===== config.mk =====
export PLATFORM = sky130hd
export DESIGN_NAME = mdio_master
export DESIGN_NICKNAME = d
export VERILOG_FILES = /design/src/rtl/mdio_pkg.sv /design/src/rtl/mdio_clkgen.sv /design/src/rtl/mdio_frame_seq.sv /design/src/rtl/mdio_regfile.sv /design/src/rtl/mdio_master.sv
export SDC_FILE = /design/constraint.sdc
export NUM_CORES = 1
export LEC_CHECK = 0
export BUFFER_PORTS_ARGS = -buffer_cell sky130_fd_sc_hd__buf_2
export CAP_MARGIN = 40
export CELL_PAD_IN_SITES_DETAIL_PLACEMENT = 0
export CELL_PAD_IN_SITES_GLOBAL_PLACEMENT = 1
export CORE_MARGIN = 2
export CORE_UTILIZATION = 50
export CTS_BUF_LIST = sky130_fd_sc_hd__clkbuf_4 sky130_fd_sc_hd__clkbuf_8
export DETAILED_ROUTE_END_ITERATION = 10
export PLACE_DENSITY = 0.92
export RECOVER_POWER = 50
export SYNTH_ARGS = -nofsm -noshare
export SYNTH_HDL_FRONTEND = slang
export SYNTH_SLANG_ARGS = --single-unit

===== constraint.sdc =====
create_clock -name clk -period 2.7 [get_ports clk]
set_input_delay 0.54 -clock clk [delete_from_list [all_inputs] [get_ports clk]]
set_output_delay 0.54 -clock clk [all_outputs]
set_load 0.05 [all_outputs]

===== src/rtl/mdio_pkg.sv =====
`timescale 1ns/1ps
package mdio_pkg;
  localparam int FRAME_BITS = 64;
  localparam int PRE_BITS   = 32;
  localparam int IDX_W      = $clog2(FRAME_BITS);
  localparam int TA_HI_IDX  = 46;  // first turnaround bit
  localparam int TA_LO_IDX  = 47;  // second turnaround bit
  localparam int DATA_IDX   = 48;  // first payload bit
  localparam int FLD_W      = 5;
  localparam int PA_LSB     = 5;
  localparam int RD_BIT     = 15;
  localparam int DBUSY_BIT  = 31;

  localparam logic [1:0] RA_CFG  = 2'd0;
  localparam logic [1:0] RA_CTRL = 2'd1;
  localparam logic [1:0] RA_ADDR = 2'd2;
  localparam logic [1:0] RA_DATA = 2'd3;

  typedef enum logic [1:0] {
    FK_ADDR  = 2'd0,
    FK_WRITE = 2'd1,
    FK_READ  = 2'd2
  } frame_kind_e;

  function automatic logic [FRAME_BITS-1:0] build_frame(
      input logic c45, input frame_kind_e kind,
      input logic [FLD_W-1:0] pa, input logic [FLD_W-1:0] ra,
      input logic [15:0] payload);
    logic [1:0]  st, op, ta;
    logic [15:0] d;
    st = c45 ? 2'b00 : 2'b01;
    if (kind == FK_READ)       op = c45 ? 2'b11 : 2'b10;
    else if (kind == FK_WRITE) op = 2'b01;
    else                       op = 2'b00;
    ta = (kind == FK_READ) ? 2'b11 : 2'b10;
    d  = (kind == FK_READ) ? 16'h0000 : payload;
    return {{PRE_BITS{1'b1}}, st, op, pa, ra, ta, d};
  endfunction
endpackage


===== src/rtl/mdio_clkgen.sv =====
`timescale 1ns/1ps
module mdio_clkgen #(
  parameter int DIV_W = 8
) (
  input  logic             clk,
  input  logic             rst_n,
  input  logic             run,
  input  logic [DIV_W-1:0] div,
  output logic             mdc,
  output logic             rise_p,
  output logic             fall_p
);
  logic [DIV_W-1:0] cnt;
  logic             edge_now;

  assign edge_now = run && (cnt == div);
  assign rise_p   = edge_now && !mdc;
  assign fall_p   = edge_now && mdc;

  always_ff @(posedge clk or negedge rst_n) begin
    if (!rst_n) begin
      cnt <= '0;
      mdc <= 1'b0;
    end else if (!run) begin
      cnt <= '0;
      mdc <= 1'b0;
    end else if (edge_now) begin
      cnt <= '0;
      mdc <= ~mdc;
    end else begin
      cnt <= cnt + DIV_W'(1);
    end
  end
endmodule


===== src/rtl/mdio_frame_seq.sv =====
`timescale 1ns/1ps
module mdio_frame_seq
  import mdio_pkg::*;
#(
  parameter int DIV_W  = 8,
  parameter int HOLD_W = 4
) (
  input  logic                  clk,
  input  logic                  rst_n,
  input  logic                  launch,
  input  frame_kind_e           launch_kind,
  input  logic [FRAME_BITS-1:0] launch_frame,
  input  logic [DIV_W-1:0]      div,
  input  logic [HOLD_W-1:0]     hold,
  input  logic                  rise_p,
  input  logic                  fall_p,
  input  logic                  mdio_i,
  output logic                  active,
  output frame_kind_e           kind_q,
  output logic                  done,
  output logic [15:0]           rd_data,
  output logic                  rd_err,
  output logic                  mdio_o,
  output logic                  mdio_oe
);
  localparam int CW = (DIV_W > HOLD_W) ? DIV_W : HOLD_W;

  logic [FRAME_BITS-1:0] frame_sh;
  logic [IDX_W-1:0]      idx, idx_inc;
  logic                  pending;
  logic [CW-1:0]         hcnt, hold_eff, div_x, hold_x;
  logic [15:0]           rd_sh;

  // hold never reaches the next rising edge: clamp to the divider
  assign div_x    = CW'(div);
  assign hold_x   = CW'(hold);
  assign hold_eff = (hold_x > div_x) ? div_x : hold_x;
  assign idx_inc  = idx + IDX_W'(1);
  assign done     = active && fall_p && (int'(idx) == FRAME_BITS - 1);
  assign rd_data  = rd_sh;

  function automatic logic drives_at(input frame_kind_e k, input logic [IDX_W-1:0] i);
    return !(k == FK_READ && int'(i) >= TA_HI_IDX);
  endfunction

  always_ff @(posedge clk or negedge rst_n) begin
    if (!rst_n) begin
      active   <= 1'b0;
      kind_q   <= FK_ADDR;
      frame_sh <= '0;
      idx      <= '0;
      pending  <= 1'b0;
      hcnt     <= '0;
      rd_sh    <= '0;
      rd_err   <= 1'b0;
      mdio_o   <= 1'b0;
      mdio_oe  <= 1'b0;
    end else if (launch && !active) begin
      active   <= 1'b1;
      kind_q   <= launch_kind;
      frame_sh <= launch_frame;
      idx      <= '0;
      pending  <= 1'b0;
      hcnt     <= '0;
      mdio_o   <= launch_frame[FRAME_BITS-1];
      mdio_oe  <= 1'b1;
      if (launch_kind == FK_READ) rd_err <= 1'b0;
    end else if (active) begin
      if (rise_p && kind_q == FK_READ) begin
        if (int'(idx) == TA_LO_IDX) rd_err <= mdio_i;
        if (int'(idx) >= DATA_IDX)  rd_sh  <= {rd_sh[14:0], mdio_i};
      end
      if (done) begin
        active  <= 1'b0;
        pending <= 1'b0;
        mdio_o  <= 1'b0;
        mdio_oe <= 1'b0;
      end else if (fall_p) begin
        idx <= idx_inc;
        if (hold_eff == '0) begin
          mdio_o   <= frame_sh[FRAME_BITS-2];
          frame_sh <= frame_sh << 1;
          mdio_oe  <= drives_at(kind_q, idx_inc);
        end else begin
          pending <= 1'b1;
          hcnt    <= hold_eff;
        end
      end else if (pending) begin
        if (hcnt == CW'(1)) begin
          pending  <= 1'b0;
          mdio_o   <= frame_sh[FRAME_BITS-2];
          frame_sh <= frame_sh << 1;
          mdio_oe  <= drives_at(kind_q, idx);
        end else begin
          hcnt <= hcnt - CW'(1);
        end
      end
    end
  end
endmodule


===== src/rtl/mdio_regfile.sv =====
`timescale 1ns/1ps
module mdio_regfile
  import mdio_pkg::*;
#(
  parameter int DIV_W  = 8,
  parameter int HOLD_W = 4
) (
  input  logic                  clk,
  input  logic                  rst_n,
  input  logic                  we,
  input  logic [1:0]            addr,
  input  logic [31:0]           wdata,
  output logic [31:0]           rdata,
  input  logic                  seq_busy,
  input  frame_kind_e           seq_kind,
  input  logic                  seq_done,
  input  logic [15:0]           seq_rdata,
  input  logic                  seq_rderr,
  output logic [DIV_W-1:0]      div,
  output logic [HOLD_W-1:0]     hold,
  output logic                  launch,
  output frame_kind_e           launch_kind,
  output logic [FRAME_BITS-1:0] launch_frame,
  output logic                  addr_busy,
  output logic                  data_busy
);
  localparam int HOLD_LSB  = DIV_W;
  localparam int C45_BIT   = DIV_W + HOLD_W;
  localparam int ABUSY_BIT = C45_BIT + 1;
  localparam int ERR_BIT   = C45_BIT + 2;

  logic             c45_q, err_q;
  logic [FLD_W-1:0] pa_q, ra_q, pa_sel, ra_sel;
  logic [15:0]      addr_q, data_q;
  logic             unused_wbits;

  assign unused_wbits = ^{wdata[31:16], wdata[14:10]};
  assign addr_busy = seq_busy && (seq_kind == FK_ADDR);
  assign data_busy = seq_busy && (seq_kind != FK_ADDR);

  // launch decode: each frame type is a side effect of one register write
  always_comb begin
    launch      = 1'b0;
    launch_kind = FK_WRITE;
    if (we && !seq_busy) begin
      case (addr)
        RA_CTRL: if (wdata[RD_BIT]) begin launch = 1'b1; launch_kind = FK_READ; end
        RA_ADDR: if (c45_q)         begin launch = 1'b1; launch_kind = FK_ADDR; end
        RA_DATA:                    begin launch = 1'b1; launch_kind = FK_WRITE; end
        default: ;
      endcase
    end
  end

  assign pa_sel = (addr == RA_CTRL) ? wdata[PA_LSB +: FLD_W] : pa_q;
  assign ra_sel = (addr == RA_CTRL) ? wdata[FLD_W-1:0]       : ra_q;
  assign launch_frame = build_frame(c45_q, launch_kind, pa_sel, ra_sel, wdata[15:0]);

  always_ff @(posedge clk or negedge rst_n) begin
    if (!rst_n) begin
      div    <= '0;
      hold   <= '0;
      c45_q  <= 1'b0;
      pa_q   <= '0;
      ra_q   <= '0;
      addr_q <= '0;
      data_q <= '0;
      err_q  <= 1'b0;
    end else begin
      if (we) begin
        case (addr)
          RA_CFG: begin
            div   <= wdata[DIV_W-1:0];
            hold  <= wdata[HOLD_LSB +: HOLD_W];
            c45_q <= wdata[C45_BIT];
          end
          RA_CTRL: if (!seq_busy) begin
            pa_q <= wdata[PA_LSB +: FLD_W];
            ra_q <= wdata[FLD_W-1:0];
          end
          RA_ADDR: if (!seq_busy) addr_q <= wdata[15:0];
          RA_DATA: if (!seq_busy) data_q <= wdata[15:0];
          default: ;
        endcase
      end
      if (seq_done && seq_kind == FK_READ) begin
        data_q <= seq_rdata;
        err_q  <= seq_rderr;
      end
      if (launch && launch_kind == FK_READ) err_q <= 1'b0;
    end
  end

  always_comb begin
    rdata = '0;
    case (addr)
      RA_CFG: begin
        rdata[DIV_W-1:0]          = div;
        rdata[HOLD_LSB +: HOLD_W] = hold;
        rdata[C45_BIT]            = c45_q;
        rdata[ABUSY_BIT]          = addr_busy;
        rdata[ERR_BIT]            = err_q;
      end
      RA_CTRL: begin
        rdata[PA_LSB +: FLD_W] = pa_q;
        rdata[FLD_W-1:0]       = ra_q;
      end
      RA_ADDR: rdata[15:0] = addr_q;
      default: begin
        rdata[15:0]      = data_q;
        rdata[DBUSY_BIT] = data_busy;
      end
    endcase
  end
endmodule


===== src/rtl/mdio_master.sv =====
`timescale 1ns/1ps
module mdio_master
  import mdio_pkg::*;
#(
  parameter int DIV_W  = 8,
  parameter int HOLD_W = 4
) (
  input  logic        clk,
  input  logic        rst_n,
  input  logic        reg_we,
  input  logic [1:0]  reg_addr,
  input  logic [31:0] reg_wdata,
  output logic [31:0] reg_rdata,
  output logic        mdc,
  output logic        mdio_o,
  output logic        mdio_oe,
  input  logic        mdio_i
);
  logic                  seq_active, seq_done, seq_rderr, launch;
  logic                  rise_p, fall_p, addr_busy, data_busy;
  frame_kind_e           seq_kind, launch_kind;
  logic [FRAME_BITS-1:0] launch_frame;
  logic [15:0]           seq_rdata;
  logic [DIV_W-1:0]      div;
  logic [HOLD_W-1:0]     hold;

  mdio_regfile #(.DIV_W(DIV_W), .HOLD_W(HOLD_W)) u_regs (
    .clk(clk), .rst_n(rst_n), .we(reg_we), .addr(reg_addr),
    .wdata(reg_wdata), .rdata(reg_rdata),
    .seq_busy(seq_active), .seq_kind(seq_kind), .seq_done(seq_done),
    .seq_rdata(seq_rdata), .seq_rderr(seq_rderr),
    .div(div), .hold(hold), .launch(launch), .launch_kind(launch_kind),
    .launch_frame(launch_frame), .addr_busy(addr_busy), .data_busy(data_busy)
  );

  mdio_clkgen #(.DIV_W(DIV_W)) u_clk (
    .clk(clk), .rst_n(rst_n), .run(seq_active), .div(div),
    .mdc(mdc), .rise_p(rise_p), .fall_p(fall_p)
  );

  mdio_frame_seq #(.DIV_W(DIV_W), .HOLD_W(HOLD_W)) u_seq (
    .clk(clk), .rst_n(rst_n), .launch(launch), .launch_kind(launch_kind),
    .launch_frame(launch_frame), .div(div), .hold(hold),
    .rise_p(rise_p), .fall_p(fall_p), .mdio_i(mdio_i),
    .active(seq_active), .kind_q(seq_kind), .done(seq_done),
    .rd_data(seq_rdata), .rd_err(seq_rderr),
    .mdio_o(mdio_o), .mdio_oe(mdio_oe)
  );
endmodule


==> results_tabular.tex, run 1 <==
\begin{tabular}{lr}
\hline
Metric & Value \\
\hline
\multicolumn{2}{l}{\textbf{Setup path}} \\
\quad Register-to-register setup slack & 0.14 ns \\
\quad Critical path data arrival time & 2.02 ns \\
\quad Slowest stage delay, CP & 0.46 ns \\
\quad Buffers plus inverters on the worst setup path & 4 \\
\quad Top Family by Delay on Critical Path & buffers and inverters \\
\quad Number of cells on the critical path & 7 \\
\quad Cells along the critical path & buf\_2 -> inv\_1 -> ha\_1 -> buf\_4 -> a222oi\_1 -> mux2i\_1 -> buf\_2 \\
\quad Required arrival time at the worst endpoint & 2.16 ns \\
\quad Kind of capture point of the worst setup path & output pin \\
\quad Maximum fanout encountered on the critical timing path & 18 \\
\quad Cell at the slowest stage of the critical path & sky130\_fd\_sc\_hd\_\_a222oi\_1 \\
\quad Most frequent CP cell & sky130\_fd\_sc\_hd\_\_buf\_2 \\
\quad Startpoint kind of the worst setup timing path & input port \\
\quad Depth of the worst register-to-register path & 9 \\
\quad Critical path start-end classification & in2out \\
\multicolumn{2}{l}{\textbf{Place}} \\
\quad Count of buffers from port buffering & 41 \\
\quad Final GP Congestion & 0.8132 \\
\quad Detail Placement HPWL & 12.37 mm \\
\quad Placed Area & 8994 µm² \\
\quad Worst-case setup slack after placement & 0.07789 ns \\
\multicolumn{2}{l}{\textbf{Cells and area}} \\
\quad Post-route cell area & 9389 µm² \\
\quad \# nets final & 868 \\
\quad Area growth from synthesis to layout & 10.34\% \\
\quad Most frequent standard cell in the layout excluding fill and tap cells & sky130\_fd\_sc\_hd\_\_dfrtp\_1 \\
\quad Fraction of final layout cells sized beyond drive strength 1 & 22.71\% \\
\quad Antenna Cells & 0 \\
\quad Commonest cells after routing, fill and taps aside & sky130\_fd\_sc\_hd\_\_dfrtp\_1, sky130\_fd\_sc\_hd\_\_mux2i\_1, sky130\_fd\_sc\_hd\_\_inv\_1 \\
\quad Finished Core Util & 56.62\% \\
\multicolumn{2}{l}{\textbf{Timing}} \\
\quad Setup clock skew after layout & 0.02326 ns \\
\quad Final Hold Violating Endpoints & 0 \\
\quad Highest achievable clock rate & 390.2 MHz \\
\quad RSZ-0062 raised after global routing & no \\
\quad Measured slew at the worst slew-check pin & 1.793 ns \\
\quad Final period utilization & 94.92\% \\
\quad Min cycle time layout & 2.563 ns \\
\quad Pins over their slew limit & 73 \\
\quad Post-route setup TNS & 0 ns \\
\quad Worst max-slew margin expressed relative to the limit & -19.52\% \\
\quad Worst setup slack after layout & 0.1371 ns \\
\quad Count of endpoints failing setup in the final report & 0 \\
\multicolumn{2}{l}{\textbf{Clocking}} \\
\quad H-tree depth & 4 \\
\quad Maximum count of clock buffers along a single path & 2 \\
\quad Cts bufs inserted & 17 \\
\quad Clk Latency, worst-skew pair & 0.49 ns \\
\quad Clock tree from TritonCTS & yes \\
\quad Root buffer cell & sky130\_fd\_sc\_hd\_\_clkbuf\_8 \\
\quad Clock Sink Count & 165 \\
\quad Clock edge transition at the registers on the reported setup and hold paths & 0.10 ns \\
\quad Post-CTS Setup Bufs & 0 \\
\quad Hold buffers post-CTS & 0 \\
\quad Post-cts sizing count & 0 \\
\multicolumn{2}{l}{\textbf{Logic synthesis}} \\
\quad Distinct cells, synth & 59 \\
\quad Share of the synthesized area in the top cell type & 48.52\% \\
\quad Most instantiated flip-flop cell in the synthesis netlist & sky130\_fd\_sc\_hd\_\_dfrtp\_1 \\
\quad Number of synthesized register bits & 165 \\
\quad Dominant cell type by area after synthesis & sky130\_fd\_sc\_hd\_\_dfrtp\_1 \\
\quad EDFF count, synth & 0 \\
\quad Area contributors post-synth & sky130\_fd\_sc\_hd\_\_dfrtp\_1, sky130\_fd\_sc\_hd\_\_mux2i\_1, sky130\_fd\_sc\_hd\_\_mux2\_2 \\
\quad Proportion of synthesized flip-flops having asynchronous set or reset & 100.0\% \\
\quad Post-synthesis cell count & 770 \\
\quad Post-Syn Area & 8509 µm² \\
\quad Mapped Avg Cell Area & 11.05 µm² \\
\quad Proportion of synthesized chip area in sequential cells & 48.52\% \\
\quad Number of warnings issued by yosys & 0 \\
\multicolumn{2}{l}{\textbf{Worst hold path}} \\
\quad Worst min path class & in2reg \\
\quad Count of cells along the worst hold path & 2 \\
\multicolumn{2}{l}{\textbf{Power and ir drop}} \\
\quad Cell internal pwr & 5150 µW \\
\quad Clk pwr share & 23.0\% \\
\quad Static leakage power & 0.004398 µW \\
\quad Total power of the final layout & 8184 µW \\
\quad Total power divided by cell area & 871.7 nW/µm² \\
\quad Max IR drop VDD & 0.0005705 V \\
\quad Share of power burned in registers & 46.9\% \\
\quad Switching power of the nets & 3034 µW \\
\quad Fraction of power spent switching nets & 37.08\% \\
\quad Logic gate share of total power & 30.2\% \\
\multicolumn{2}{l}{\textbf{Die}} \\
\quad Die W & 134.5 µm \\
\quad Top-Level Pins & 73 \\
\quad Area of the core & 16580 µm² \\
\quad Die footprint & 18080 µm² \\
\quad Initial Utilization & 51.31\% \\
\quad Number of placement rows & 47 \\
\quad Die boundary height & 134.5 µm \\
\multicolumn{2}{l}{\textbf{Global routing}} \\
\quad Global router's overall resource usage & 20.85\% \\
\quad Pin count of the biggest net entering global routing & 74 \\
\quad Initial antenna violation count & 0 \\
\quad Via count of the first global-routing pass & 5788 \\
\quad First-pass GRT wire length & 29.66 mm \\
\quad Total gr overflow & 0 \\
\multicolumn{2}{l}{\textbf{Drt}} \\
\quad Iteration-0 DRC Markers & 524 \\
\quad Pre-Repair DR Iteration Count & 6 \\
\quad Detail-routed via count per cell & 5.575 \\
\quad Routed length per instance & 16.96 µm \\
\quad Count of vias placed by the detailed router & 5843 \\
\quad Antenna Violating Nets Remaining & 0 \\
\quad DR DRC count & 0 \\
\quad Total wire length & 17.78 mm \\
\multicolumn{2}{l}{\textbf{Job}} \\
\quad Max\_cap viols & 1 \\
\multicolumn{2}{l}{\textbf{Run status}} \\
\quad Violations in the final reports & capacitance limit, slew limit \\
\quad Outcome & finished with violations \\
\hline
\end{tabular}
## final cells by class
type / count / area, µm²
Clock inverter: 15 / 209.0
Fill cell: 1363 / 7194
Tap cell: 220 / 275.3
Inverter: 59 / 221.5
Multi-Input combinational cell: 498 / 3821
Sequential cell: 165 / 4130
Timing Repair Buffer: 74 / 498.0
Clock buffer: 17 / 234.0
## metrics by stage
stage	hold slack (ns)	instances
6_report	0.3268	1048
5_1_grt	0.3165	1048
4_1_cts	0.07214	1048
3_5_place_dp	0.4655	1016
3_3_place_gp	0.4558	1016
2_1_floorplan	0.2444	784
## power by group through the flow
stage	sequential (µW)	combinational, µW	clock, µW
2_1_floorplan	3740	1970	0
3_3_place_gp	3840	2410	0
3_5_place_dp	3860	2490	0
4_1_cts	3830	2500	1920
5_1_grt	3940	2740	2010
6_report	3830	2470	1880
## metal layers
layer	part of all wire, %	track usage (%)
met4	1.0	7.018
met2	47	33.25
met5	0	0
met1	47	28.42
met3	4.8	4.655
## cell families after synthesis
| group | Yosys count | synth area share [%] |
|---|---|---|
| simple gates | 178 | 9.881 |
| fa+ha+maj | 15 | 2.206 |
| xor+xnor | 15 | 1.544 |
| other cells | 1 | 0.04407 |
| compound gates | 129 | 10.97 |
| flops | 165 | 48.52 |
| mux | 146 | 19.53 |
| buf+inv | 121 | 7.308 |
## synthesized netlist by cell type (all sizes together) (2+ instances only)
master / number
nor2b: 4
buf: 37
mux2: 85
nand4: 5
or2: 3
xor2: 5
a21o: 6
nor4: 4
a21oi: 14
nor3b: 2
nand3: 28
a22oi: 14
mux2i: 61
or3: 4
xnor2: 10
o21ai: 30
ha: 15
o211ai: 4
a22o: 17
and2: 2
a222oi: 10
a31oi: 5
o221ai: 2
nor3: 8
dfrtp: 165
inv: 59
a211oi: 2
a32o: 4
or4: 2
and3: 8
nand2b: 4
nor2: 50
clkbuf: 25
o31ai: 11
nand2: 52
## path summary, 6_finish.rpt
path,startpoint,endpoint
setup / recovery,reg_addr[0],reg_rdata[0]
hold / removal,mdio_i,u_seq.rd_data[0]$_DFFE_PN0P_
setup reg to reg,u_regs.div[1]$_DFFE_PN0P_,u_seq.frame_sh[32]$_DFFE_PN0P_
hold reg to reg,u_regs.data_q[13]$_DFFE_PN0P_,u_regs.data_q[13]$_DFFE_PN0P_
max in group asynchronous,rst_n,u_seq.hcnt[3]$_DFFE_PN0P_
min in group asynchronous,rst_n,u_seq.frame_sh[9]$_DFFE_PN0P_
## sequential cells by signal, indices dropped and copies added, names as in the netlist, 4 cells and up
signal          count
u_seq.rd_data      16
u_regs.ra_q         5
u_clk.cnt           8
u_regs.data_q      16
u_regs.pa_q         5
u_seq.frame_sh     63
u_regs.div          8
u_regs.addr_q      16
u_regs.hold         4
u_seq.hcnt          8
u_seq.idx           6
No activity file was read; power rests on OpenSTA's default activity.
==> run 2: changes to the inputs <==
--- a/config.mk
+++ b/config.mk
@@ -15,6 +15,7 @@
 export DETAILED_ROUTE_END_ITERATION = 10
 export PLACE_DENSITY = 0.92
 export RECOVER_POWER = 50
+export REMOVE_ABC_BUFFERS = 1
 export SYNTH_ARGS = -nofsm -noshare
 export SYNTH_HDL_FRONTEND = slang
 export SYNTH_SLANG_ARGS = --single-unit
==> results_tabular.tex, run 2 (same netlist as run 1, synthesis figures left out) <==
\begin{tabular}{lr}
\hline
Metric & Value \\
\hline
\multicolumn{2}{l}{\textbf{Timing}} \\
\quad Highest achievable clock rate & 389.1 MHz (-0.28\%) \\
\quad RSZ-0062 raised after global routing & no \\
\quad Final Hold Violating Endpoints & 0 (unchanged) \\
\quad Final period utilization & 95.19\% (+0.27 points) \\
\quad Final-layout worst hold slack & 0.3274 ns (+0.0006090 ns) \\
\quad Measured slew at the worst slew-check pin & 1.572 ns (-0.2210 ns) \\
\quad Pins over their slew limit & 64 (-12\%) \\
\quad Min cycle time layout & 2.570 ns (+0.007255 ns) \\
\quad Setup clock skew after layout & 0.01355 ns (-0.009712 ns) \\
\quad Worst max-slew margin expressed relative to the limit & -4.788\% (+15 points) \\
\quad Count of endpoints failing setup in the final report & 0 (unchanged) \\
\multicolumn{2}{l}{\textbf{Die}} \\
\quad Number of placement rows & 47 (unchanged) \\
\quad Die W & 134.5 µm (unchanged) \\
\quad Die footprint & 18080 µm² (unchanged) \\
\quad Initial Utilization & 51.31\% (unchanged) \\
\quad Die boundary height & 134.5 µm (unchanged) \\
\quad Top-Level Pins & 73 (unchanged) \\
\quad Area of the core & 16580 µm² (unchanged) \\
\multicolumn{2}{l}{\textbf{Place}} \\
\quad Count of placed standard cells including taps & 1026 (+0.98\%) \\
\quad Count of buffers from port buffering & 41 (unchanged) \\
\quad Detail Placement HPWL & 12.67 mm (+2.4\%) \\
\quad Final GP Congestion & 0.8517 (+4.7\%) \\
\multicolumn{2}{l}{\textbf{Cells and area}} \\
\quad Cell Count, Final, Fillers Out & 1059 (+1.0\%) \\
\quad Largest reg by FF count & u\_seq.frame\_sh \\
\quad \# nets final & 879 (+1.3\%) \\
\quad Commonest cells after routing, fill and taps aside & sky130\_fd\_sc\_hd\_\_dfrtp\_1, sky130\_fd\_sc\_hd\_\_mux2i\_1, sky130\_fd\_sc\_hd\_\_inv\_1 \\
\quad Most frequent standard cell in the layout excluding fill and tap cells & sky130\_fd\_sc\_hd\_\_dfrtp\_1 \\
\quad Max FFs per register & 63 (unchanged) \\
\quad Area growth from synthesis to layout & 11.32\% \\
\quad Count of fill cells added during filler insertion & 1423 (+4.4\%) \\
\quad Antenna Cells & 0 (unchanged) \\
\quad Fraction of final layout cells sized beyond drive strength 1 & 23.84\% (+1.1 points) \\
\quad Finished Core Util & 57.12\% (+0.51 points) \\
\multicolumn{2}{l}{\textbf{Global routing}} \\
\quad Global router's overall resource usage & 21.21\% (+0.35 points) \\
\quad Via count of the first global-routing pass & 5802 (+0.24\%) \\
\quad First-pass GRT wire length & 30.22 mm (+1.9\%) \\
\quad Pin count of the biggest net entering global routing & 64 (-14\%) \\
\quad Initial antenna violation count & 0 (unchanged) \\
\quad Total gr overflow & 0 (unchanged) \\
\multicolumn{2}{l}{\textbf{Setup path}} \\
\quad Slowest stage delay, CP & 0.42 ns (-0.04 ns) \\
\quad Kind of capture point of the worst setup path & register \\
\quad Startpoint kind of the worst setup timing path & register \\
\quad Critical path data arrival time & 2.95 ns (+0.93 ns) \\
\quad Required arrival time at the worst endpoint & 3.08 ns (+0.92 ns) \\
\quad Maximum fanout encountered on the critical timing path & 21 (+3) \\
\quad Cells along the critical path & inv\_1 -> ha\_1 -> nor2b\_1 -> o211ai\_1 -> a211o\_1 -> a21oi\_1 -> mux2\_4 -> buf\_12 -> buf\_12 -> mux2i\_1 \\
\quad Most frequent CP cell & sky130\_fd\_sc\_hd\_\_buf\_12 \\
\quad Cell at the slowest stage of the critical path & sky130\_fd\_sc\_hd\_\_dfrtp\_2 \\
\quad Critical path start-end classification & reg2reg \\
\multicolumn{2}{l}{\textbf{Worst hold path}} \\
\quad Worst min path class & in2reg \\
\multicolumn{2}{l}{\textbf{Clocking}} \\
\quad Cts bufs inserted & 17 (unchanged) \\
\quad Clock edge transition at the registers on the reported setup and hold paths & 0.09 ns (about the same) \\
\quad Maximum count of clock buffers along a single path & 2 (unchanged) \\
\quad Clock tree from TritonCTS & yes \\
\quad Post-CTS Setup Bufs & 0 (unchanged) \\
\quad Root buffer cell & sky130\_fd\_sc\_hd\_\_clkbuf\_8 \\
\quad Clock Sink Count & 165 (unchanged) \\
\quad Clk Latency, worst-skew pair & 0.46 ns (-0.03 ns) \\
\quad Hold buffers post-CTS & 0 (unchanged) \\
\quad H-tree depth & 4 (unchanged) \\
\multicolumn{2}{l}{\textbf{Drt}} \\
\quad Routed length per instance & 17.24 µm (+1.6\%) \\
\quad Iteration-0 DRC Markers & 448 (-15\%) \\
\quad Total wire length & 18.26 mm (+2.7\%) \\
\quad Antenna Violating Nets Remaining & 0 (unchanged) \\
\quad Count of vias placed by the detailed router & 5948 (+1.8\%) \\
\quad Detail-routed via count per cell & 5.617 (+0.74\%) \\
\quad Pre-Repair DR Iteration Count & 5 (-1) \\
\quad DR DRC count & 0 (unchanged) \\
\multicolumn{2}{l}{\textbf{Job}} \\
\quad Max\_cap viols & 1 (unchanged) \\
\multicolumn{2}{l}{\textbf{Power and ir drop}} \\
\quad Total power divided by cell area & 854.1 nW/µm² (-2.0\%) \\
\quad Max IR drop VDD & 0.0003775 V (-34\%) \\
\quad Static leakage power & 0.004427 µW (+0.67\%) \\
\multicolumn{2}{l}{\textbf{Run status}} \\
\quad Outcome & finished with violations \\
\quad Violations in the final reports & capacitance limit, slew limit \\
\hline
\end{tabular}
run 2: changes by cell type in the layout (fill, tap and decap cells not counted), moves of 3 or more:
cell                         change
sky130_fd_sc_hd__clkinv_8        -8
sky130_fd_sc_hd__buf_4           +7
sky130_fd_sc_hd__o21ai_0         +5
sky130_fd_sc_hd__o21ai_1         -5
sky130_fd_sc_hd__clkinvlp_4      +4
sky130_fd_sc_hd__inv_8           -4
sky130_fd_sc_hd__buf_12          +3
sky130_fd_sc_hd__inv_6           +3
run 2: worst paths after layout:
| path | cells past startpoint | slack (ns) | to | startpoint |
|---|---|---|---|---|
| worst max-delay path | 10 | 0.13 | u_seq.frame_sh[61]$_DFFE_PN0P_ | u_regs.div[1]$_DFFE_PN0P_ |
| worst min-delay path | 2 | 0.33 | u_seq.rd_data[0]$_DFFE_PN0P_ | mdio_i |
| worst max register to register | 10 | 0.13 | u_seq.frame_sh[61]$_DFFE_PN0P_ | u_regs.div[1]$_DFFE_PN0P_ |
| worst min register to register | 1 | 0.48 | u_regs.data_q[14]$_DFFE_PN0P_ | u_regs.data_q[14]$_DFFE_PN0P_ |
| max in group asynchronous | 2 | 0.47 | u_regs.div[1]$_DFFE_PN0P_ | rst_n |
| min in group asynchronous | 1 | 0.46 | u_regs.data_q[12]$_DFFE_PN0P_ | rst_n |
run 2: power breakdown:
group          total [µW]  internal, µW  leakage (µW)  switching (µW)
Sequential           3820          3260       0.00199             566
Clock                1750           800      0.000186             951
Combinational        2520          1180       0.00225            1340
Total                8090          5230       0.00443            2860
run 2: cell type report:
| type | count | area, µm² | area share (%) |
|---|---|---|---|
| Sequential cell | 165 | 4131 | 43.61 |
| Multi-Input combinational cell | 498 | 3822 | 40.35 |
| Timing Repair Buffer | 85 | 635.6 | 6.710 |
| Tap cell | 220 | 275.3 | 2.906 |
| Clock buffer | 20 | 269.0 | 2.840 |
| Inverter | 59 | 221.5 | 2.338 |
| Clock inverter | 12 | 117.6 | 1.242 |
run 2: critical path: cells and delay by family (launching register included):
kind / cells / cell delay (ns)
compound gates: 3 / 0.71
buf+inv: 3 / 0.46
mux: 2 / 0.45
flops: 1 / 0.42
fa+ha+maj: 1 / 0.30
simple gates: 1 / 0.13
run 2: timing repair:
action	CTS	global route
setup endpoints to repair	0	27
hold endpoints to repair	0	0
resized for setup	0	3
run 2: stage by stage:
stage          power [µW]  cell area, µm²  worst slack [ns]  TNS, ns
6_report             8091            9473            0.1299        0
2_1_floorplan        5643            8162            -2.449  -184.92
5_1_grt              8579            9473           0.01574        0
3_5_place_dp         6375            9115           0.08350        0
4_1_cts              8132            9502           0.07086        0
3_3_place_gp         6276            9115            0.1179        0
run 2: per-layer routing:
| layer | track usage, % | share of wire (%) | vias up | wire length, µm |
|---|---|---|---|---|
| met5 | 0 | 0 | - | 0 |
| met4 | 7.368 | 1.7 | 0 | 305 |
| met3 | 4.017 | 4.2 | 21 | 767 |
| met2 | 32.99 | 47 | 140 | 8558 |
| li1 | - | - | 2807 | - |
| met1 | 29.99 | 47 | 2980 | 8627 |
==> run 3: changes to the inputs <==
==> constraint.sdc (replaced) <==
create_clock -name clk -period 2.7 [get_ports clk]
set_input_delay 0.54 -clock clk [delete_from_list [all_inputs] [get_ports clk]]
set_output_delay 0.54 -clock clk [all_outputs]
set_load 0.01 [all_outputs]
==> results_tabular.tex, run 3 (same netlist as run 1, synthesis figures left out) <==
\begin{tabular}{lr}
\hline
Metric & Value \\
\hline
\multicolumn{2}{l}{\textbf{Drt}} \\
\quad Iteration-0 DRC Markers & 721 (+61\%) \\
\quad Detail-routed via count per cell & 5.625 (+0.15\%) \\
\quad Routed length per instance & 17.57 µm (+1.9\%) \\
\quad Antenna Violating Nets Remaining & 0 (unchanged) \\
\quad DR DRC count & 0 (unchanged) \\
\quad Total wire length & 18.59 mm (+1.8\%) \\
\quad Pre-Repair DR Iteration Count & 6 (+1) \\
\quad Count of vias placed by the detailed router & 5951 (+0.050\%) \\
\multicolumn{2}{l}{\textbf{Clocking}} \\
\quad Post-CTS Setup Bufs & 0 (unchanged) \\
\quad Maximum count of clock buffers along a single path & 2 (unchanged) \\
\quad Post-cts sizing count & 0 (unchanged) \\
\quad Clock edge transition at the registers on the reported setup and hold paths & 0.09 ns (about the same) \\
\quad Cts bufs inserted & 17 (unchanged) \\
\quad Hold buffers post-CTS & 0 (unchanged) \\
\quad Clock tree from TritonCTS & yes \\
\quad Clk Latency, worst-skew pair & 0.47 ns (about the same) \\
\quad H-tree depth & 4 (unchanged) \\
\quad Clock Sink Count & 165 (unchanged) \\
\quad Root buffer cell & sky130\_fd\_sc\_hd\_\_clkbuf\_8 \\
\multicolumn{2}{l}{\textbf{Timing}} \\
\quad Setup clock skew after layout & 0.01157 ns (-0.001981 ns) \\
\quad Worst max-slew margin expressed relative to the limit & -8.483\% (-3.7 points) \\
\quad Min cycle time layout & 2.595 ns (+0.02526 ns) \\
\quad Final Hold Violating Endpoints & 0 (unchanged) \\
\quad Final-layout worst hold slack & 0.3054 ns (-0.02199 ns) \\
\quad Highest achievable clock rate & 385.3 MHz (-0.97\%) \\
\quad Count of endpoints failing setup in the final report & 0 (unchanged) \\
\quad RSZ-0062 raised after global routing & no \\
\quad Measured slew at the worst slew-check pin & 1.627 ns (+0.05543 ns) \\
\quad Pins over their slew limit & 63 (-1.6\%) \\
\quad Post-route setup TNS & 0 ns (unchanged) \\
\quad Final period utilization & 96.13\% (+0.94 points) \\
\multicolumn{2}{l}{\textbf{Setup path}} \\
\quad Maximum fanout encountered on the critical timing path & 15 (-29\%) \\
\quad Cell at the slowest stage of the critical path & sky130\_fd\_sc\_hd\_\_a222oi\_1 \\
\quad Startpoint kind of the worst setup timing path & input port \\
\quad Cells along the critical path & clkbuf\_1 -> inv\_1 -> ha\_1 -> buf\_4 -> a222oi\_1 -> mux2i\_1 -> buf\_2 \\
\quad Register-to-register setup slack & 0.15 ns (+0.02 ns) \\
\quad Reg-to-Reg End & u\_seq.frame\_sh[57]\$\_DFFE\_PN0P\_ \\
\quad CP startpoint & reg\_addr[0] \\
\quad Required arrival time at the worst endpoint & 2.16 ns (-0.92 ns) \\
\quad Critical path data arrival time & 2.06 ns (-0.89 ns) \\
\quad Worst reg2reg path startpoint & u\_regs.div[5]\$\_DFFE\_PN0P\_ \\
\quad Critical path start-end classification & in2out \\
\quad Depth of the worst register-to-register path & 9 (-1) \\
\quad Slowest stage delay, CP & 0.47 ns (+0.05 ns) \\
\quad Kind of capture point of the worst setup path & output pin \\
\multicolumn{2}{l}{\textbf{Die}} \\
\quad Top-Level Pins & 73 (unchanged) \\
\quad Die W & 134.5 µm (unchanged) \\
\quad Die footprint & 18080 µm² (unchanged) \\
\quad Die boundary height & 134.5 µm (unchanged) \\
\quad Initial Utilization & 51.31\% (unchanged) \\
\quad Number of placement rows & 47 (unchanged) \\
\quad Area of the core & 16580 µm² (unchanged) \\
\multicolumn{2}{l}{\textbf{Place}} \\
\quad Final GP Congestion & 0.8469 (-0.56\%) \\
\quad Detail Placement HPWL & 12.63 mm (-0.30\%) \\
\quad Count of buffers from port buffering & 41 (unchanged) \\
\quad Count of placed standard cells including taps & 1024 (-0.19\%) \\
\multicolumn{2}{l}{\textbf{Power and ir drop}} \\
\quad Max IR drop VDD & 0.0004500 V (+19\%) \\
\quad Static leakage power & 0.004432 µW (+0.11\%) \\
\quad Total power divided by cell area & 827.4 nW/µm² (-3.1\%) \\
\multicolumn{2}{l}{\textbf{Global routing}} \\
\quad Initial antenna violation count & 1 (+1) \\
\quad Pin count of the biggest net entering global routing & 64 (unchanged) \\
\quad Global router's overall resource usage & 21.41\% (+0.20 points) \\
\quad Total gr overflow & 0 (unchanged) \\
\quad First-pass GRT wire length & 30.39 mm (+0.59\%) \\
\quad Via count of the first global-routing pass & 5838 (+0.62\%) \\
\multicolumn{2}{l}{\textbf{Worst hold path}} \\
\quad WHS Endpoint & u\_seq.rd\_data[0]\$\_DFFE\_PN0P\_ \\
\quad HP Start & mdio\_i \\
\quad Count of cells along the worst hold path & 2 (unchanged) \\
\quad Worst min path class & in2reg \\
\multicolumn{2}{l}{\textbf{Cells and area}} \\
\quad Cell Count, Final, Fillers Out & 1058 (-0.094\%) \\
\quad \# nets final & 877 (-0.23\%) \\
\quad Max FFs per register & 63 (unchanged) \\
\quad Commonest cells after routing, fill and taps aside & sky130\_fd\_sc\_hd\_\_dfrtp\_1, sky130\_fd\_sc\_hd\_\_mux2i\_1, sky130\_fd\_sc\_hd\_\_inv\_1 \\
\quad Largest reg by FF count & u\_seq.frame\_sh \\
\quad Fraction of final layout cells sized beyond drive strength 1 & 23.42\% (-0.42 points) \\
\quad Most frequent standard cell in the layout excluding fill and tap cells & sky130\_fd\_sc\_hd\_\_dfrtp\_1 \\
\quad Area growth from synthesis to layout & 11.45\% \\
\multicolumn{2}{l}{\textbf{Run status}} \\
\quad Outcome & finished with violations \\
\quad Violations in the final reports & capacitance limit, slew limit \\
\multicolumn{2}{l}{\textbf{Job}} \\
\quad Max\_cap viols & 1 (unchanged) \\
\hline
\end{tabular}
## run 3: layer usage
layer	global-route usage [%]	wire [µm]	vias to the layer above
li1	-	-	2801
met1	30.04	8771	3002
met2	33.36	8774	128
met3	4.392	738	20
met4	7.368	307	0
met5	0	0	-
## run 3: stage by stage
step / cell area, µm² / power, µW / setup WS [ns] / utilization (%)
after floorplan: 8162 / 5340 / -2.449 / -
after global placement: 9100 / 5971 / 0.1192 / 54.87
after detailed placement: 9100 / 6076 / 0.05317 / 54.87
after CTS: 9502 / 7889 / 0.06046 / 57.30
after global routing: 9484 / 8359 / 0.006837 / 57.19
final: 9484 / 7847 / 0.1046 / 57.19
## run 3: worst max-delay path by stage
stage / end / slack (ns) / cells past startpoint
final: reg_rdata[9] / 0.10 / 7
after CTS: u_seq.frame_sh[46]$_DFFE_PN0P_ / 0.06 / 10
after floorplan: u_seq.frame_sh[5]$_DFFE_PN0P_ / -2.45 / 8
after global placement: u_seq.frame_sh[59]$_DFFE_PN0P_ / 0.12 / 11
after global routing: u_seq.frame_sh[57]$_DFFE_PN0P_ / 0.007 / 10
after detailed placement: u_seq.frame_sh[46]$_DFFE_PN0P_ / 0.05 / 11
## run 3: critical path: cells and delay by family
kind | cells | cell delay (ns)
buf+inv | 4 | 0.66
compound gates | 1 | 0.47
fa+ha+maj | 1 | 0.26
mux | 1 | 0.12
## run 3: cell type report
type	count	area, µm²
fill	1399	7099
sequential	165	4133
multi-input combinational	498	3817
timing repair buffer	83	633.1
tap	220	275.3
clock buffer	19	261.5
inverter	59	221.5
clock inverter	13	140.1
antenna	1	2.502
## run 3: where the power goes
part	switching [µW]	leakage [µW]	internal (µW)	total (µW)
Combinational	1030	0.00224	1170	2210
Clock	999	0.000205	812	1810
Sequential	569	0.00199	3260	3830
